## config.mk

```make
export PLATFORM = sky130hd
export DESIGN_NAME = swfault_watchdog
export DESIGN_NICKNAME = d
export VERILOG_FILES = /design/src/rtl/wdt_pkg.sv /design/src/rtl/wdt_prescaler.sv /design/src/rtl/wdt_downcounter.sv /design/src/rtl/wdt_pulse.sv /design/src/rtl/swfault_watchdog.sv
export SDC_FILE = /design/constraint.sdc
export NUM_CORES = 1
export LEC_CHECK = 0
export BUFFER_PORTS_ARGS = -buffer_cell sky130_fd_sc_hd__buf_2
export CAP_MARGIN = 40
export CORE_MARGIN = 2
export CORE_UTILIZATION = 55
export CTS_CLUSTER_SIZE = 20
export DETAILED_ROUTE_END_ITERATION = 10
export PLACE_DENSITY = 0.8
export REMOVE_ABC_BUFFERS = 1
export SLEW_MARGIN = 20
export SYNTH_ARGS = -nofsm -noshare
export SYNTH_HDL_FRONTEND = slang
export SYNTH_HIERARCHICAL = 1
export SYNTH_SLANG_ARGS = --single-unit
export TNS_END_PERCENT = 5
```

## constraint.sdc

```tcl
create_clock -name clk -period 8.1 [get_ports clk]
set_input_delay 0.81 -clock clk [delete_from_list [all_inputs] [get_ports clk]]
set_output_delay 0.81 -clock clk [all_outputs]
set_load 0.03 [all_outputs]
```

## src/rtl/wdt_pkg.sv

```systemverilog
package wdt_pkg;
  typedef logic [6:0] wdt_count_t;
  localparam wdt_count_t WDT_COUNT_INIT = 7'h7F;
  localparam wdt_count_t WDT_EDGE_VALUE = 7'h40;
  localparam int WDT_ARM_BIT = 7;
  localparam int WDT_T6_BIT  = 6;
endpackage

```

## src/rtl/wdt_prescaler.sv

```systemverilog
module wdt_prescaler #(
  parameter int DIV = 12288
) (
  input  logic clk,
  input  logic rst_n,
  input  logic clear,
  output logic tick
);
  localparam int W = (DIV > 1) ? $clog2(DIV) : 1;
  localparam logic [W-1:0] LAST = W'(DIV - 1);

  logic [W-1:0] cnt;

  always_ff @(posedge clk or negedge rst_n) begin
    if (!rst_n) cnt <= '0;
    else if (clear) cnt <= '0;
    else if (cnt == LAST) cnt <= '0;
    else cnt <= cnt + 1'b1;
  end

  assign tick = (cnt == LAST) && !clear;
endmodule

```

## src/rtl/wdt_downcounter.sv

```systemverilog
module wdt_downcounter
  import wdt_pkg::*;
(
  input  logic       clk,
  input  logic       rst_n,
  input  logic       load,
  input  wdt_count_t load_val,
  input  logic       tick,
  output wdt_count_t count,
  output logic       edge_hit
);
  always_ff @(posedge clk or negedge rst_n) begin
    if (!rst_n) count <= WDT_COUNT_INIT;
    else if (load) count <= load_val;
    else if (tick) count <= count - 7'd1;
  end

  assign edge_hit = tick && !load && (count == WDT_EDGE_VALUE);
endmodule

```

## src/rtl/wdt_pulse.sv

```systemverilog
module wdt_pulse #(
  parameter int LEN = 125
) (
  input  logic clk,
  input  logic por_n,
  input  logic fire,
  output logic busy,
  output logic pulse_n
);
  localparam int CW = $clog2(LEN + 1);

  logic [CW-1:0] remain;

  always_ff @(posedge clk or negedge por_n) begin
    if (!por_n) remain <= '0;
    else if (fire && !busy) remain <= CW'(LEN);
    else if (busy) remain <= remain - 1'b1;
  end

  assign busy    = (remain != '0);
  assign pulse_n = !busy;
endmodule

```

## src/rtl/swfault_watchdog.sv

```systemverilog
module swfault_watchdog
  import wdt_pkg::*;
#(
  parameter int PRESCALE     = 12288,
  parameter int PULSE_CYCLES = 125
) (
  input  logic       clk,
  input  logic       por_n,
  input  logic       rst_n,
  input  logic       hw_force_en,
  input  logic       wr_en,
  input  logic [7:0] wr_data,
  input  logic       rd_en,
  output logic [7:0] rd_data,
  input  logic       halt_strobe,
  output logic       rst_out_n,
  output logic       wdg_flag
);
  logic       armed_q;
  logic       armed;
  logic       tick;
  logic       edge_hit;
  logic       busy;
  logic       fire;
  logic       wr_fire;
  wdt_count_t count;

  assign armed = armed_q | hw_force_en;

  always_ff @(posedge clk or negedge rst_n) begin
    if (!rst_n) armed_q <= 1'b0;
    else if (wr_en && wr_data[WDT_ARM_BIT]) armed_q <= 1'b1;
  end

  wdt_prescaler #(.DIV(PRESCALE)) u_pre (
    .clk   (clk),
    .rst_n (rst_n),
    .clear (wr_en),
    .tick  (tick)
  );

  wdt_downcounter u_cnt (
    .clk      (clk),
    .rst_n    (rst_n),
    .load     (wr_en),
    .load_val (wr_data[6:0]),
    .tick     (tick),
    .count    (count),
    .edge_hit (edge_hit)
  );

  assign wr_fire = wr_en && !wr_data[WDT_T6_BIT] && (armed || wr_data[WDT_ARM_BIT]);
  assign fire = rst_n && !busy &&
                ((armed && (edge_hit || halt_strobe)) || wr_fire);

  wdt_pulse #(.LEN(PULSE_CYCLES)) u_pulse (
    .clk     (clk),
    .por_n   (por_n),
    .fire    (fire),
    .busy    (busy),
    .pulse_n (rst_out_n)
  );

  always_ff @(posedge clk or negedge por_n) begin
    if (!por_n) wdg_flag <= 1'b0;
    else if (fire) wdg_flag <= 1'b1;
    else if (rd_en || wr_en) wdg_flag <= 1'b0;
  end

  assign rd_data = {armed, count};
endmodule

```

== Yosys cells after proc, flatten, opt, wreduce, memory -nomap -nowiden ==
Cells that the tools add are included.

* Output and inout bits: 10
* Flip-flop bits (word level): 30
* Word-level logic and storage cells: 40

* Equality and inequality tests: 2
* Add/subtract/negate cells: 3
* Reductions and logical operators: 21
* Mux-type cells: 8
* Bitwise logic cells: 1

{| class="wikitable"
|+ Operator list
! cell !! number
|-
| $mux W14 || 2
|-
| $mux W7 || 4
|-
| $add A14 B1 Y14 const B || 1
|-
| $eq A14 B14 Y1 const B || 1
|-
| $sub A7 B1 Y7 const B || 2
|-
| $logic_and A1 B1 Y1 || 10
|-
| $eq A7 B7 Y1 const B || 1
|-
| $reduce_bool A7 Y1 || 1
|-
| $reduce_bool A2 Y1 || 3
|-
| $logic_or A1 B1 Y1 || 4
|-
| $logic_not A1 Y1 || 3
|-
| $mux W1 || 2
|-
| $or A1 B1 Y1 || 1
|}

== Depth between registers and ports, before layout ==
* Depth in word-level cells: 10
* Gate-level depth with buffers: 9
* Mapped depth without buffers: 9

== Modules after synthesis ==
Netlist, hierarchy kept.

{| class="wikitable"
|+ Modules (own cells, without submodules)
! module !! cells each !! instances !! area an instance (um^2) !! seq. area each (um^2)
|-
| wdt_prescaler || 67 || 1 || 680.7 || 350.3
|-
| wdt_downcounter || 43 || 1 || 440.4 || 183.9
|-
| wdt_pulse || 40 || 1 || 430.4 || 175.2
|-
| swfault_watchdog || 12 || 1 || 120.1 || 50.0
|}

== Worst setup path after synthesis ==
Ideal clock, no wire load.

* Path kind: input to register
* Start point: in wr_en
* End point: reg u_pulse.remain[6]
* Data required time: 8.018 ns
* Setup slack: 5.050 ns
* Arrival time: 2.968 ns
* Cell stages on the path: 7
* Cell sequence: nor4b_1 and4_2 o22ai_1 a2111oi_2 mux2_2 a21oi_1 a31oi_1

* Word-level cells in the longest chain between the ends: 10
* Elaborated cells on any way between the ends: 13

{| class="wikitable"
|+ RTL lines
! item !! RTL line !! source
|-
| start: declaration || swfault_watchdog.sv:11 || <nowiki>input logic wr_en,</nowiki>
|-
| $logic_not A1 Y1 (*) || wdt_prescaler.sv:21, wdt_downcounter.sv:18 ||
|-
| $logic_and A1 B1 Y1 || wdt_prescaler.sv:21 || <nowiki>assign tick = (cnt == LAST) && !clear;</nowiki>
|-
| $logic_and A1 B1 Y1 (*) (2 in a row) || wdt_downcounter.sv:18 || <nowiki>assign edge_hit = tick && !load && (count == WDT_EDGE_VALUE);</nowiki>
|-
| via edge_hit || swfault_watchdog.sv:22 || <nowiki>logic edge_hit;</nowiki>
|-
| $logic_or A1 B1 Y1 (*) || swfault_watchdog.sv:54 || <nowiki>((armed && (edge_hit || halt_strobe)) || wr_fire);</nowiki>
|-
| $logic_and A1 B1 Y1 (*) || swfault_watchdog.sv:54 ||
|-
| $logic_or A1 B1 Y1 (*) || swfault_watchdog.sv:54 ||
|-
| $logic_and A1 B1 Y1 (*) || swfault_watchdog.sv:53 || <nowiki>assign fire = rst_n && !busy &&</nowiki>
|-
| via fire || swfault_watchdog.sv:24 || <nowiki>logic fire;</nowiki>
|-
| $logic_and A1 B1 Y1 (*) || wdt_pulse.sv:16 || <nowiki>else if (fire && !busy) remain <= CW'(LEN);</nowiki>
|-
| $mux W7 or $reduce_bool A2 Y1 (tied branches) || -- ||
|-
| end signal: assignment || wdt_pulse.sv:16 ||
|-
| end signal: assignment || wdt_pulse.sv:17 || <nowiki>else if (busy) remain <= remain - 1'b1;</nowiki>
|-
| end: declaration || wdt_pulse.sv:12 || <nowiki>logic [CW-1:0] remain;</nowiki>
|}

Mark *: on every way through the listed nets, which the timed path passes. The rest lies on a longest branch.
A chain may end at the register's enable or synchronous reset.

== Worst setup path in the final report ==
* Start point: reg u_pre.cnt[0]
* End point: reg u_pulse.remain[6]

* Word-level cells in the longest chain between the ends: 10
* Elaborated cells on any way between the ends: 11

{| class="wikitable"
|+ RTL lines
! item !! RTL line !! source
|-
| start: declaration || wdt_prescaler.sv:12 || <nowiki>logic [W-1:0] cnt;</nowiki>
|-
| start signal: assignment || wdt_prescaler.sv:18 || <nowiki>else cnt <= cnt + 1'b1;</nowiki>
|-
| $eq A14 B14 Y1 (*) || wdt_prescaler.sv:21 ||
|-
| $logic_and A1 B1 Y1 (*) || wdt_prescaler.sv:21 ||
|-
| via tick || swfault_watchdog.sv:21 || <nowiki>logic tick;</nowiki>
|-
| $logic_and A1 B1 Y1 (*) (2 in a row) || wdt_downcounter.sv:18 ||
|-
| via edge_hit || swfault_watchdog.sv:22 ||
|-
| $logic_or A1 B1 Y1 (*) || swfault_watchdog.sv:54 ||
|-
| $logic_and A1 B1 Y1 (*) || swfault_watchdog.sv:54 ||
|-
| $logic_or A1 B1 Y1 (*) || swfault_watchdog.sv:54 ||
|-
| $logic_and A1 B1 Y1 (*) || swfault_watchdog.sv:53 ||
|-
| via fire || swfault_watchdog.sv:24 ||
|-
| $logic_and A1 B1 Y1 (*) || wdt_pulse.sv:16 ||
|-
| $mux W7 or $reduce_bool A2 Y1 (tied branches) || -- ||
|}

Marks and branches as above.

==> reports/qor.yml <==
p_leak_uw: 0.000827
fin_nets: 211
powerDensity_nw_per_um2: 153
required_ns: 8.35
ant_nets: 0
final_hold_viol_count: 0
path_clk_slew_ns: 0.10
dieArea_um2: 3500
start_util: 0.561
antenna_found_initial: 0
drv_slew: 0
ys_async_sr_fraction: 1.00
cap_violations: 0
vias: 1308
cts.path.max_buffers: 2
insertedDiodeCount: 0
ctsHtreeMaxLevel: 2
die_w_um: 59.1
arrival_ns: 3.16
numCtsBuffers: 5
drt-total-wl_um: 3220
yosysTopAreaCell: "dfrtp_1"
syn_inst: 162
clkLatencyLatePin_ns: 0.32
syn_area_um2: 1670
grt_pass1_vias: 1274
synth_flop_cell: "dfrtp_1"
drtIter0Drc: 49
fin_crit_ns: 2.91
wl_per_cell_um: 14.3
synth-edff-count: 0
grt_pass1_wl_um: 5450
cts_tree: "done"
final_core_util: 0.631
layout_commonest_cell: "buf_2"
track_usage: 0.206
numPortBuffers: 24
drcViolationCount: 0
peakVddDrop_v: 0.0000864
fp-row-count: 20
final.setup.tns_ns: 0
drive_gt1_frac: 0.276
area_growth_pct: 12.4
rsz0062_at_grt: "no"
skew_ns: 0.0184
tightest_slew_ns: 0.629
clock-root-buffer: "clkbuf_4"
grt_overflow_total: 0
ctsResizeCount: 0
cp-start-kind: "flip-flop"
syn_area_per_cell_um2: 10.3
clock.fmax_mhz: 343
synth_top_area_frac: 0.344
ys_top_cells_by_area: "dfrtp_1, dfstp_2, xnor2_1, ha_1, xor2_1"
first_pass_iters: 4
slew_headroom: 0.580
worstSetupPathType: "reg -> reg"
synth.distinct_cells: 47
vias_per_cell: 5.81
yosys_register_bits: 30
critPathMaxFanout: 8
place.gp.congestion: 0.791
clkSinkCount: 30
synth_warnings: 6
cts_setup_buffers: 0
die_y_um: 59.1
hold_buffers: 0
hpwl_um: 2360
placeableCoreArea_um2: 2980
final_cell_mix: "buf_2, dfrtp_1, nor2_1, nand2_1, inv_1"
crit_path_end_kind: "flip-flop"
timing.final.crit_share: 0.360
min_path_type: "in -> async"
grt_max_degree: 26
yosysSeqAreaShare: 0.454
status: "completed"
io-pin-count: 25
setup_violations: 0
through the flow:
step / setup WS [ns] / power [uW] / instances / instance area (um2) / hold WS, ns
6_report: 5.19 / 287 / 225 / 1880 / 0.313
3_5_place_dp: 4.97 / 198 / 217 / 1820 / 0.478
5_1_grt: 4.89 / 301 / 225 / 1880 / 0.303
4_1_cts: 5.16 / 291 / 225 / 1880 / 0.307
2_1_floorplan: 5.05 / 184 / 159 / 1650 / 0.464
3_3_place_gp: 5.11 / 197 / 217 / 1820 / 0.471
logic make-up (layout without fill, tap and decap cells):
family	Yosys count	after routing	synth area share
adder cells (fa/ha/maj)	5	5	0.0374
buffers and inverters	12	42	0.0337
AND/OR/NAND/NOR	67	67	0.245
XOR/XNOR	15	15	0.0786
AO/OA/AOI/OAI	31	31	0.138
flip-flops	30	30	0.454
multiplexers	2	2	0.0127
area by class of cell:
class / count / area [um2]
sequential: 30 / 759
clock inverter: 1 / 5.00
clock buffer: 7 / 55.1
inverter: 9 / 33.8
multi-input combinational: 120 / 856
timing repair buffer: 25 / 128
tap: 33 / 41.3
fill: 267 / 1100
synthesized netlist by cell type, types with 3 or more instances:
master / n
a21oi_1: 6
dfrtp_1: 23
dfstp_2: 7
ha_1: 5
inv_1: 9
nand2_1: 16
nand2b_1: 3
nand3_1: 3
nand4_1: 6
nor2_1: 16
nor4_1: 3
o21ai_0: 6
o31ai_1: 6
xnor2_1: 8
xor2_1: 7
power breakdown:
| part | switching (uW) | leakage, uW | total [uW] | internal [uW] |
|---|---|---|---|---|
| registers | 5.89 | 0.000373 | 163 | 157 |
| clock network | 49.7 | 0.0000353 | 91.7 | 42.0 |
| logic | 20.9 | 0.000419 | 32.5 | 11.6 |
| total | 76.4 | 0.000827 | 287 | 211 |
per-layer routing:
layer	up-vias	track usage	part of all wire
met4	0	0.0487	0.0053
li1	638	-	-
met5	-	0	0
met1	635	0.257	0.45
met3	2	0.0677	0.040
met2	33	0.346	0.50
state kept, by name (all words and copies together) (netlist names):
signal / flops
u_pulse/remain: 7
wdg_flag: 1
armed_q: 1
u_pre/cnt: 14
u_cnt/count: 7
path summary, 6_finish.rpt:
check	start	to	slack [ns]	depth (start not counted)
setup / recovery	u_pre/cnt[0]$_DFF_PN0_	u_pulse/remain[6]$_DFFE_PN0P_	5.19	10
min in group clk	wdg_flag$_DFFE_PN0P_	wdg_flag$_DFFE_PN0P_	0.50	1
setup reg to reg	u_pre/cnt[0]$_DFF_PN0_	u_pulse/remain[6]$_DFFE_PN0P_	5.19	10
hold / removal	por_n	u_pulse/remain[6]$_DFFE_PN0P_	0.31	1
max in group asynchronous	rst_n	u_cnt/count[3]$_DFFE_PN1P_	7.28	1
hold reg to reg	wdg_flag$_DFFE_PN0P_	wdg_flag$_DFFE_PN0P_	0.50	1
critical path, cell delays in order, from the launching register on:
cell       delay, ns
dfrtp_1         0.42
ha_1            0.30
nand4_1         0.19
nor4b_1         0.32
buf_4           0.22
and4_2          0.21
o22ai_1         0.08
a2111oi_2       0.65
mux2_2          0.27
a21oi_1         0.06
a31oi_1         0.14
Note: power is estimated with default switching activity, not from simulation.
